## src/rtl/tmask_pkg.sv

```systemverilog
package tmask_pkg;

    // Condition code classes produced by a halfword probe
    typedef enum logic [1:0] {
        CC_NONE_SET = 2'd0,
        CC_MIX_LEAD0 = 2'd1,
        CC_MIX_LEAD1 = 2'd2,
        CC_ALL_SET  = 2'd3
    } tm_cc_e;

    // Registered state of the unit
    typedef struct packed {
        tm_cc_e cc;
        logic   illegal;
    } tm_state_t;

    localparam tm_state_t TM_STATE_RESET = '{cc: CC_NONE_SET, illegal: 1'b0};

endpackage

```

## src/rtl/tmask_decode.sv

```systemverilog
module tmask_decode #(
    parameter int          INSN_W     = 32,
    parameter int          HALF_W     = 16,
    parameter int          N_HALVES   = 4,
    parameter int          RIDX_W     = 4,
    parameter int          SUB_W      = 4,
    parameter logic [7:0]  PRIMARY_OP = 8'hA7,
    localparam int         HSEL_W     = $clog2(N_HALVES)
) (
    input  logic [INSN_W-1:0] insn_i,
    output logic              legal_o,
    output logic [RIDX_W-1:0] reg_idx_o,
    output logic [HSEL_W-1:0] half_sel_o,
    output logic [HALF_W-1:0] imm_o
);
    localparam int OP_LSB   = INSN_W - 8;
    localparam int RIDX_LSB = OP_LSB - RIDX_W;
    localparam int SUB_LSB  = RIDX_LSB - SUB_W;

    logic [7:0]       op_byte;
    logic [SUB_W-1:0] sub_op;

    always_comb begin
        op_byte    = insn_i[INSN_W-1 -: 8];
        reg_idx_o  = insn_i[OP_LSB-1 -: RIDX_W];
        sub_op     = insn_i[RIDX_LSB-1 -: SUB_W];
        imm_o      = insn_i[HALF_W-1:0];
        legal_o    = (op_byte == PRIMARY_OP) && (sub_op < SUB_W'(N_HALVES));
        // Even sub-opcodes address the upper half of a word, odd the lower
        half_sel_o = sub_op[HSEL_W-1:0] ^ HSEL_W'(1);
    end

endmodule

```

## src/rtl/tmask_classify.sv

```systemverilog
module tmask_classify
    import tmask_pkg::*;
#(
    parameter int  HALF_W   = 16,
    parameter int  N_HALVES = 4,
    localparam int DATA_W   = HALF_W * N_HALVES,
    localparam int HSEL_W   = $clog2(N_HALVES)
) (
    input  logic [DATA_W-1:0] operand_i,
    input  logic [HSEL_W-1:0] half_sel_i,
    input  logic [HALF_W-1:0] imm_i,
    output tm_cc_e            cc_o
);
    logic [HALF_W-1:0] halves [N_HALVES];
    logic [HALF_W-1:0] sel_half;
    logic [HALF_W-1:0] picked;
    logic [HALF_W-1:0] lead_onehot;
    logic              lead_bit;

    for (genvar h = 0; h < N_HALVES; h++) begin : g_half
        assign halves[h] = operand_i[h*HALF_W +: HALF_W];
    end

    // Priority encoder: one-hot of the most significant immediate bit
    for (genvar b = 0; b < HALF_W; b++) begin : g_lead
        if (b == HALF_W - 1) begin : g_top
            assign lead_onehot[b] = imm_i[b];
        end else begin : g_rest
            assign lead_onehot[b] = imm_i[b] & ~(|imm_i[HALF_W-1:b+1]);
        end
    end

    always_comb begin
        sel_half = halves[half_sel_i];
        picked   = sel_half & imm_i;
        lead_bit = |(lead_onehot & sel_half);
        if (picked == '0) begin
            cc_o = CC_NONE_SET;
        end else if (picked == imm_i) begin
            cc_o = CC_ALL_SET;
        end else if (lead_bit) begin
            cc_o = CC_MIX_LEAD1;
        end else begin
            cc_o = CC_MIX_LEAD0;
        end
    end

endmodule

```

## src/rtl/tmask_branch_eval.sv

```systemverilog
module tmask_branch_eval
    import tmask_pkg::*;
#(
    parameter  int N_CODES = 4,
    localparam int CC_W    = $clog2(N_CODES)
) (
    input  tm_cc_e             cc_i,
    input  logic [N_CODES-1:0] mask_i,
    input  logic               vld_i,
    output logic               taken_o
);
    logic [CC_W-1:0] bit_pos;

    always_comb begin
        // Mask is big-endian: leftmost bit belongs to code 0
        bit_pos = CC_W'(N_CODES - 1) - CC_W'(cc_i);
        taken_o = vld_i & mask_i[bit_pos];
    end

endmodule

```

## src/rtl/tmask_cc_unit.sv

```systemverilog
module tmask_cc_unit
    import tmask_pkg::*;
#(
    parameter int         HALF_W     = 16,
    parameter int         N_HALVES   = 4,
    parameter int         RIDX_W     = 4,
    parameter int         SUB_W      = 4,
    parameter logic [7:0] PRIMARY_OP = 8'hA7,
    localparam int        DATA_W     = HALF_W * N_HALVES,
    localparam int        INSN_W     = 8 + RIDX_W + SUB_W + HALF_W,
    localparam int        HSEL_W     = $clog2(N_HALVES)
) (
    input  logic              clk,
    input  logic              rst_n,
    input  logic [INSN_W-1:0] insn_i,
    input  logic              insn_vld_i,
    output logic [RIDX_W-1:0] reg_idx_o,
    input  logic [DATA_W-1:0] reg_val_i,
    input  logic [3:0]        br_mask_i,
    input  logic              br_vld_i,
    output logic [1:0]        cc_o,
    output logic              illegal_o,
    output logic              br_taken_o
);
    tm_state_t         state_d, state_q;
    logic              legal;
    logic [HSEL_W-1:0] half_sel;
    logic [HALF_W-1:0] imm;
    tm_cc_e            cc_new;

    tmask_decode #(
        .INSN_W    (INSN_W),
        .HALF_W    (HALF_W),
        .N_HALVES  (N_HALVES),
        .RIDX_W    (RIDX_W),
        .SUB_W     (SUB_W),
        .PRIMARY_OP(PRIMARY_OP)
    ) i_decode (
        .insn_i    (insn_i),
        .legal_o   (legal),
        .reg_idx_o (reg_idx_o),
        .half_sel_o(half_sel),
        .imm_o     (imm)
    );

    tmask_classify #(
        .HALF_W  (HALF_W),
        .N_HALVES(N_HALVES)
    ) i_classify (
        .operand_i (reg_val_i),
        .half_sel_i(half_sel),
        .imm_i     (imm),
        .cc_o      (cc_new)
    );

    tmask_branch_eval #(
        .N_CODES(4)
    ) i_branch (
        .cc_i   (state_q.cc),
        .mask_i (br_mask_i),
        .vld_i  (br_vld_i),
        .taken_o(br_taken_o)
    );

    always_comb begin
        state_d         = state_q;
        state_d.illegal = 1'b0;
        if (insn_vld_i) begin
            if (legal) begin
                state_d.cc = cc_new;
            end else begin
                state_d.illegal = 1'b1;
            end
        end
    end

    always_ff @(posedge clk or negedge rst_n) begin
        if (!rst_n) begin
            state_q <= TM_STATE_RESET;
        end else begin
            state_q <= state_d;
        end
    end

    assign cc_o      = state_q.cc;
    assign illegal_o = state_q.illegal;

endmodule

```

## config.mk

```make
export PLATFORM = sky130hd
export DESIGN_NAME = tmask_cc_unit
export DESIGN_NICKNAME = d
export VERILOG_FILES = /design/src/rtl/tmask_pkg.sv /design/src/rtl/tmask_decode.sv /design/src/rtl/tmask_classify.sv /design/src/rtl/tmask_branch_eval.sv /design/src/rtl/tmask_cc_unit.sv
export SDC_FILE = /design/constraint.sdc
export NUM_CORES = 1
export LEC_CHECK = 0
export CELL_PAD_IN_SITES_DETAIL_PLACEMENT = 0
export CELL_PAD_IN_SITES_GLOBAL_PLACEMENT = 1
export CORE_ASPECT_RATIO = 0.5
export CORE_MARGIN = 4
export CORE_UTILIZATION = 20
export CTS_CLUSTER_SIZE = 12
export DETAILED_ROUTE_END_ITERATION = 10
export PLACE_DENSITY = 0.84
export SKIP_LAST_GASP = 1
export SYNTH_ARGS = -nofsm -noshare
export SYNTH_HDL_FRONTEND = slang
export SYNTH_SLANG_ARGS = --single-unit
```

## constraint.sdc

```tcl
create_clock -name clk -period 1.7 [get_ports clk]
set_clock_uncertainty 0.05 [all_clocks]
set_input_delay 0.255 -clock clk [delete_from_list [all_inputs] [get_ports clk]]
set_output_delay 0.255 -clock clk [all_outputs]
set_load 0.05 [all_outputs]
```

==> results.json, run 1 <==
{
  "met2_usage_pct": 26.2,
  "fp-row-count": 19,
  "async_reset_ff_share_pct": 100,
  "synth.top_cells.by_count": "a22oi_1, mux2i_1, mux4_1, inv_1, nand2_1",
  "r2r_start": "cc_o[0]$_DFFE_PN0P_",
  "drtAntennaViolNets": 0,
  "status": "complete, but fails checks",
  "use_met3_pct": 4.42,
  "synth_top_family_by_area": "multiplexers",
  "violations": "negative setup slack",
  "drc_errors": 0,
  "cts.sinks": 3,
  "syn_to_final_growth_pct": 141,
  "grt_max_degree": 13,
  "yosysTopAreaCell": "mux4_1",
  "numCtsBuffers": 3,
  "leakagePower_nw": 1.39,
  "drt-total-wl_um": 5700,
  "max_freq_mhz": 531,
  "dr.pass1.iters": 4,
  "grt-ovfl-total": 0,
  "yosys-mux-area-fraction_pct": 41.6,
  "worst_pin_slew_ps": 455,
  "critical_path_required_ps": 1750,
  "startpoint_type": "input pin",
  "max_slew_margin_pct": 69.4,
  "placedCellCount": 323,
  "design.portCount": 112,
  "ys_types": 36,
  "drv_slew": 0,
  "fill_cells": 517,
  "placed_area_mm2": 0.00248,
  "design.die.area_mm2": 0.00708,
  "gr-usage-met1_pct": 18.2,
  "vias": 1653,
  "cp-end-kind": "flip-flop",
  "die_w_um": 115,
  "finalHoldViolations": 0,
  "syn_inst": 120,
  "ys_seq_elements": 3,
  "syn-cell-area_mm2": 0.00115,
  "syn_nets": 224,
  "synth_compound_area_share_pct": 24.5,
  "rsz0062_at_grt": "true",
  "synth_flop_cell": "dfrtp_1",
  "drive_above_1_share_pct": 32.8,
  "clock_path_buffers": 2,
  "final_area_mm2": 0.00277,
  "post-place-ws_ps": -915,
  "first_global_vias": 1613,
  "final_nets": 370,
  "grt_pass1_wl_um": 7980,
  "synth_xor_area_share_pct": 0,
  "hpwlAfterDp_um": 4720,
  "yosys_warnings": 0,
  "synth.area.top_cells": "mux4_1, mux2i_1, a22oi_1, dfrtp_1, mux4_2",
  "synth_top_area_share_pct": 25.2,
  "n_antenna_cell": 0,
  "regArea_um2": 76.3,
  "clkTransAtPathRegs_ps": 30,
  "antenna_found_initial": 0,
  "viasPerCell": 4.89,
  "post_synth_and_or_nand_nor_area_fraction_pct": 17.0,
  "place_congestion": 0.809,
  "finalNonFillerCells": 338,
  "critPathKind": "in2reg",
  "fin_ws_ps": -182,
  "die_y_um": 61.5,
  "ys_seq_area_share_pct": 6.55,
  "drv_cap": 0,
  "h-tree-depth": 1,
  "routedWlPerCell_um": 16.9,
  "setup_viol_count_final": 2,
  "fp.coreArea_mm2": 0.00552,
  "layout_min_cycle_time_ps": 1880,
  "power_density_mw_per_mm2": 393,
  "cts_tree": "built",
  "worstPathArrival_ps": 1930,
  "peakVddDrop_mv": 0.371,
  "root_buffer": "clkbuf_16",
  "critPathMaxFanout": 3,
  "clk_latency_ps": 220,
  "multi_input_area_um2": 1000,
  "drt_iter0_markers": 82,
  "start_util_pct": 20.8,
  "synthAdderAreaFrac_pct": 0,
  "syn_avg_cell_area_um2": 9.55,
  "grt_busiest_layer": "met2",
  "port_buffers": 103,
  "hold_path_class": "in2async",
  "grtUsageTotal_pct": 14.8,
  "startpoint": "reg_val_i[3]",
  "period_share_pct": 111,
  "synth_edf_count": 0
}
[critical path: stages]
cell             delay, ps
clkdlybuf4s50_1        400
mux4_1                 560
a22oi_1                240
a41oi_2                170
a32oi_1                230
nand2_1                 80
[through the flow]
stage / total power [W] / hold WS, ps / utilization, % / setup TNS, ps
5_1_grt: 0.00114 / 192 / 50.1 / -455
3_5_place_dp: 0.000656 / 406 / 44.9 / -1870
2_1_floorplan: 0.000315 / -90.6 / - / -523
3_3_place_gp: 0.000649 / 399 / 44.9 / -1820
6_report: 0.00109 / 176 / 50.1 / -336
4_1_cts: 0.00106 / 176 / 47.5 / -609
[final timing paths]
path                                            end  cells past startpoint  slack, ps
worst min register to register  cc_o[1]$_DFFE_PN0P_                      1        510
worst max-delay path            cc_o[0]$_DFFE_PN0P_                      6       -180
min in group clk                       reg_idx_o[0]                      0        460
worst min-delay path            illegal_o$_DFF_PN0_                      1        180
max in group asynchronous       cc_o[0]$_DFFE_PN0P_                      1       1260
worst max register to register  cc_o[0]$_DFFE_PN0P_                      3        740
[timing repair]
| item | 4_1_cts | 5_1_grt |
|---|---|---|
| gates cloned | 0 | 0 |
| setup endpoints to repair | 3 | 3 |
| pin swaps | 9 | 18 |
| hold buffers | 0 | 0 |
| resized for setup | 36 | 55 |
| setup buffers | 10 | 2 |
[registers in the layout, summed over array words and instances, names as in the netlist]
register,cells
cc_o,2
illegal_o,1
[report_power, final]
| part | internal [W] | switching, W |
|---|---|---|
| clock | 0.000309 | 0.0000617 |
| sequential | 0.0000741 | 0.00000115 |
| combinational | 0.000408 | 0.000234 |
[placed cells by master (no fill, tap or decap), types with 2 or more instances in the layout]
cell type        count
nor3_1               3
nand2_1              9
dfrtp_1              2
a22o_1               2
mux2i_1             11
dlymetal6s2s_1      28
o22a_1               3
buf_4               47
nand3_1              3
nor2b_1              2
inv_1               10
nor2_1               2
buf_12               4
a22oi_1              7
clkdlybuf4s50_1     50
dlygate4sd2_1       19
clkbuf_16            3
nor4_1               3
o211ai_1             2
o22ai_1              5
nand2b_1             3
nand3b_1             2
mux4_2              13
a22oi_2              5
[cell type report]
cell class / instances / share of cell area, %
flip-flops and latches: 3 / 2.76
clock buffers: 4 / 2.85
multi-input cells: 97 / 36.2
well taps: 73 / 3.30
inverters: 10 / 1.36
repair buffers: 151 / 53.6
[per-layer routing]
metal  vias to the layer above  routed length (um)
li1                        789                   -
met1                       805                2390
met2                        53                2860
met3                         6                 390
met4                         0                  67
met5                         -                   0
[kinds of logic after synthesis]
family	count (synthesis)
AO/OA/AOI/OAI	36
multiplexers	26
flip-flops	3
AND/OR/NAND/NOR	35
buffers and inverters	20
Note: power is estimated with default switching activity, not from simulation.
==> run 2: changes to the inputs <==
--- a/config.mk
+++ b/config.mk
@@ -5,11 +5,12 @@
 export SDC_FILE = /design/constraint.sdc
 export NUM_CORES = 1
 export LEC_CHECK = 0
-export CELL_PAD_IN_SITES_DETAIL_PLACEMENT = 0
-export CELL_PAD_IN_SITES_GLOBAL_PLACEMENT = 1
+export ABC_CLOCK_PERIOD_IN_PS = 1700
+export CELL_PAD_IN_SITES_DETAIL_PLACEMENT = 1
+export CELL_PAD_IN_SITES_GLOBAL_PLACEMENT = 2
 export CORE_ASPECT_RATIO = 0.5
 export CORE_MARGIN = 4
-export CORE_UTILIZATION = 20
+export CORE_UTILIZATION = 15
 export CTS_CLUSTER_SIZE = 12
 export DETAILED_ROUTE_END_ITERATION = 10
 export PLACE_DENSITY = 0.84
==> run 2 against run 1 <==
Net effect:
- the flow still finishes with violations (negative setup slack)
- final area fell by 3.1%
- combinational power about the same
- critical path depth grew 1
- critical path type unchanged
==> results.json, run 2 (synthesis results as in run 1) <==
{
  "critical-path-top-delay-family": "compound AO/OA/AOI/OAI gates",
  "finalHoldViolations": 0,
  "design.portCount": 112,
  "p_seq_share_pct": 6.9,
  "max_slew_margin_pct": 74.9,
  "syn_to_final_growth_pct": 134,
  "antenna_found_initial": 0,
  "cts.sinks": 3,
  "p_comb_share_pct": 58.9,
  "r2r_start": "cc_o[0]$_DFFE_PN0P_",
  "h-tree-depth": 1,
  "swShare_pct": 28.0,
  "crit_slowest_cell": "clkdlybuf4s50_1",
  "switching_power_w": 0.000304,
  "drt-total-wl_um": 6610,
  "viasPerCell": 4.86,
  "die_y_um": 69.8,
  "clk_latency_ps": 220,
  "drv_cap": 0,
  "final_nets": 368,
  "place_congestion": 0.798,
  "drv_slew": 0,
  "placed_area_mm2": 0.00254,
  "mostFrequentLayoutCells": "clkdlybuf4s50_1, dlygate4sd2_1, buf_4, mux4_2, mux2i_1",
  "dr.pass1.iters": 4,
  "power_frac_clock_pct": 34.2,
  "startpoint": "insn_i[12]",
  "fp-row-count": 22,
  "p_int_w": 0.000783,
  "rsz0062_at_grt": "true",
  "final_common_cell": "clkdlybuf4s50_1",
  "hpwlAfterDp_um": 5400,
  "cp-end-kind": "flip-flop",
  "design.die.area_mm2": 0.00919,
  "cp_cell_sequence": "clkdlybuf4s50_1, buf_4, a22oi_1, nand3b_1, a211oi_1, a32oi_1, nand2_1",
  "cts_tree": "built",
  "first_global_vias": 1907,
  "period_share_pct": 114,
  "clkTransAtPathRegs_ps": 30,
  "violations": "negative setup slack",
  "numCtsBuffers": 3,
  "grt_max_degree": 10,
  "wl_met1_um": 2540,
  "n_antenna_cell": 0,
  "vias": 1743,
  "fill_cells": 866,
  "layout_min_cycle_time_ps": 1940,
  "routed.top_layer": "met4",
  "leakagePower_nw": 1.18,
  "setup_viol_count_final": 2,
  "peakVddDrop_mv": 0.338,
  "routedWlPerCell_um": 18.4,
  "grtUsageTotal_pct": 14.1,
  "critPathMaxFanout": 4,
  "status": "complete, but fails checks",
  "start_util_pct": 15.5,
  "cpPeakStageDelay_ps": 520,
  "critical_path_required_ps": 1800,
  "fin_ws_ps": -236,
  "clock_path_buffers": 2,
  "max_freq_mhz": 517,
  "final_area_mm2": 0.00268,
  "whs_ps": 179,
  "drc_errors": 0,
  "drive_above_1_share_pct": 29.7,
  "worstPathArrival_ps": 2040,
  "root_buffer": "clkbuf_16",
  "grt-ovfl-total": 0,
  "fp.coreArea_mm2": 0.00738,
  "path_buf_inv": 2,
  "critPathKind": "in2reg",
  "hold_path_class": "in2async",
  "power_density_mw_per_mm2": 406,
  "startpoint_type": "input pin",
  "worst_pin_slew_ps": 373,
  "die_w_um": 132,
  "grt_pass1_wl_um": 10400,
  "largest_reg_flops": 2,
  "worstRegToRegCells": 3,
  "met3WireLength_um": 372,
  "port_buffers": 103,
  "tns_ps": -468,
  "route.met2.wl_um": 3520,
  "drt_iter0_markers": 64,
  "worst-path-stages": 7,
  "drtAntennaViolNets": 0
}
run 2: final cells by class:
class / count / area [um^2] / share of cell area [%]
timing repair buffer: 149 / 1410 / 52.7
tap: 96 / 120 / 4.48
clock buffer: 4 / 78.8 / 2.94
multi-input combinational: 97 / 955 / 35.6
inverter: 10 / 37.5 / 1.40
sequential: 3 / 76.3 / 2.85
run 2: path summary, 6_finish.rpt:
path	to	slack, ps
min in group clk	reg_idx_o[0]	460
setup reg to reg	cc_o[0]$_DFFE_PN0P_	740
hold reg to reg	cc_o[1]$_DFFE_PN0P_	550
max in group asynchronous	cc_o[0]$_DFFE_PN0P_	1250
hold / removal	illegal_o$_DFF_PN0_	180
setup / recovery	cc_o[0]$_DFFE_PN0P_	-240
run 2: power by group through the flow:
stage	registers [W]	clock network, W	logic, W
detailed placement	0.0000765	0	0.000602
finish	0.0000753	0.000372	0.000640
global route	0.0000757	0.000390	0.000683
floorplan	0.0000832	0	0.000232
CTS	0.0000755	0.000379	0.000627
global placement	0.0000764	0	0.000586
run 2: routing by layer:
metal  GRT usage [%]  vias up
li1                -      787
met1            16.2      871
met2            26.8       73
met3            2.17       12
met4            5.01        0
met5               0        -
run 2: what timing repair did:
item                                    4_1_cts  5_1_grt
buffers inserted                              4        2
pin swaps                                    17        4
gates cloned                                  2        0
gates resized for setup                      84        0
hold buffers                                  0        0
endpoints found under the setup margin        3        3
run 2: metrics by stage:
| stage | setup WS [ps] | power [W] | utilization (%) | cells |
|---|---|---|---|---|
| global route | -328 | 0.00115 | 36.3 | 359 |
| finish | -236 | 0.00109 | 36.3 | 359 |
| CTS | -235 | 0.00108 | 36.1 | 357 |
| global placement | -873 | 0.000662 | 34.4 | 347 |
| detailed placement | -963 | 0.000679 | 34.4 | 347 |
| floorplan | -266 | 0.000315 | - | 120 |
==> run 3: changes to the inputs <==
--- a/config.mk
+++ b/config.mk
@@ -11,6 +11,7 @@
 export CORE_ASPECT_RATIO = 0.5
 export CORE_MARGIN = 4
 export CORE_UTILIZATION = 15
+export CTS_BUF_LIST = sky130_fd_sc_hd__clkbuf_4
 export CTS_CLUSTER_SIZE = 12
 export DETAILED_ROUTE_END_ITERATION = 10
 export PLACE_DENSITY = 0.84
==> run 3 against run 2 <==
Net effect:
- the flow still finishes with violations (negative setup slack)
- total power down 21%
- highest routed layer unchanged
- global-route usage down 0.24 points
- critical path depth up 1
- die area unchanged
==> results.json, run 3 (synthesis results as in run 1) <==
{
  "numCtsBuffers": 3,
  "placed_area_mm2": 0.00254,
  "drt_iter0_markers": 66,
  "drc_errors": 0,
  "mostFrequentLayoutCells": "clkdlybuf4s50_1, dlygate4sd2_1, buf_4, mux4_2, mux2i_1",
  "antenna_found_initial": 0,
  "final_nets": 368,
  "status": "complete, but fails checks",
  "root_buffer": "clkbuf_4",
  "port_buffers": 103,
  "clock_path_buffers": 2,
  "layout_min_cycle_time_ps": 1910,
  "power_frac_clock_pct": 16.5,
  "worst_pin_slew_ps": 373,
  "hold_path_class": "in2async",
  "viasPerCell": 4.84,
  "violations": "negative setup slack",
  "drive_above_1_share_pct": 30.4,
  "power_density_mw_per_mm2": 324,
  "fin_ws_ps": -214,
  "drv_cap": 0,
  "critical_path_required_ps": 1770,
  "drtAntennaViolNets": 0,
  "design.die.area_mm2": 0.00919,
  "drv_slew": 0,
  "vias": 1738,
  "die_w_um": 132,
  "finalHoldViolations": 0,
  "post-place-ws_ps": -963,
  "cp-end-kind": "flip-flop",
  "drt-total-wl_um": 6480,
  "worstPathArrival_ps": 1980,
  "routedWlPerCell_um": 18.0,
  "clkTransAtPathRegs_ps": 40,
  "clk_latency_ps": 230,
  "tns_ps": -428,
  "hpwlAfterDp_um": 5400,
  "n_antenna_cell": 0,
  "setup_viol_count_final": 3,
  "grt_pass1_wl_um": 10300,
  "cp_cell_sequence": "buf_8, buf_12, mux4_2, a32o_1, a22o_1, a221oi_2, o21ai_1, a22o_1",
  "grt-ovfl-total": 0,
  "p_comb_share_pct": 74.8,
  "startpoint_type": "input pin",
  "fp-row-count": 22,
  "peakVddDrop_mv": 0.0974,
  "cpPeakStageDelay_ps": 530,
  "max_slew_margin_pct": 74.9,
  "leakagePower_nw": 1.16,
  "path_buf_inv": 2,
  "final_common_cell": "clkdlybuf4s50_1",
  "syn_to_final_growth_pct": 131,
  "design.portCount": 112,
  "fp.coreArea_mm2": 0.00738,
  "swShare_pct": 32.4,
  "max_freq_mhz": 522,
  "period_share_pct": 113,
  "grtUsageTotal_pct": 13.9,
  "final_area_mm2": 0.00264,
  "critPathKind": "in2reg",
  "crit_top_cell": "a22o_1",
  "first_global_vias": 1890,
  "grt_max_degree": 10,
  "fill_cells": 866,
  "die_y_um": 69.8,
  "dr.pass1.iters": 4,
  "cts_tree": "built",
  "critical-path-top-delay-family": "compound AO/OA/AOI/OAI gates",
  "critPathMaxFanout": 7,
  "rsz0062_at_grt": "true",
  "p_seq_share_pct": 8.8,
  "h-tree-depth": 1,
  "start_util_pct": 15.5,
  "place_congestion": 0.798,
  "switching_power_w": 0.000278,
  "largest_reg_flops": 2,
  "crit_slowest_cell": "mux4_2",
  "cts.sinks": 3,
  "p_int_w": 0.000580
}
-- run 3: cell count changes in the layout (fill, tap and decap cells not counted) --
cell / before / now
clkbuf_1: 1 / 0
clkbuf_16: 3 / 0
mux2i_1: 12 / 11
mux2i_4: 0 / 1
clkbuf_4: 0 / 4
-- run 3: worst paths after layout --
| kind | slack (ps) | to | cells after the start | start |
|---|---|---|---|---|
| worst max-delay path | -210 | cc_o[1]$_DFFE_PN0P_ | 8 | insn_i[16] |
| worst min-delay path | 170 | cc_o[1]$_DFFE_PN0P_ | 1 | rst_n |
| max in group asynchronous | 1250 | cc_o[0]$_DFFE_PN0P_ | 1 | rst_n |
| min in group clk | 460 | reg_idx_o[0] | 0 | insn_i[20] |
| worst min register to register | 560 | cc_o[1]$_DFFE_PN0P_ | 1 | cc_o[1]$_DFFE_PN0P_ |
| worst max register to register | 730 | cc_o[0]$_DFFE_PN0P_ | 3 | cc_o[0]$_DFFE_PN0P_ |
-- run 3: timing repair --
item                                    CTS  global route
endpoints found under the setup margin    3             3
resized for setup                        86             0
hold buffers                              0             0
pin swaps                                19             4
gates cloned                              2             0
endpoints found under the hold margin     0             0
setup buffers                             4             2
-- run 3: per-layer routing --
metal  up-vias  wire length [um]  GRT usage, %
li1        788                 -             -
met1       864              2590          16.2
met2        74              3460          26.0
met3        12               273          2.39
met4         0               150          4.42
met5         -                 0             0
-- run 3: cell type report --
cell class	count	area [um^2]	share of cell area (%)
clock buffers	4	30.0	1.14
inverters	10	37.5	1.42
multi-input cells	97	967	36.6
flip-flops and latches	3	76.3	2.89
well taps	96	120	4.54
repair buffers	149	1410	53.4
-- run 3: metrics by stage --
| step | power (W) | hold WS (ps) | cells | util [%] |
|---|---|---|---|---|
| 6_report | 0.000858 | 171 | 359 | 35.8 |
| 5_1_grt | 0.000913 | 170 | 359 | 35.8 |
| 4_1_cts | 0.000850 | 170 | 357 | 35.6 |
| 3_5_place_dp | 0.000679 | 417 | 347 | 34.4 |
| 3_3_place_gp | 0.000662 | 407 | 347 | 34.4 |
| 2_1_floorplan | 0.000315 | -90.6 | 120 | - |
-- run 3: power by group through the flow --
| stage | logic, W | registers [W] | clock network, W |
|---|---|---|---|
| finish | 0.000642 | 0.0000752 | 0.000141 |
| global route | 0.000687 | 0.0000755 | 0.000151 |
| CTS | 0.000631 | 0.0000753 | 0.000144 |
| detailed placement | 0.000602 | 0.0000765 | 0 |
| global placement | 0.000586 | 0.0000764 | 0 |
| floorplan | 0.000232 | 0.0000832 | 0 |
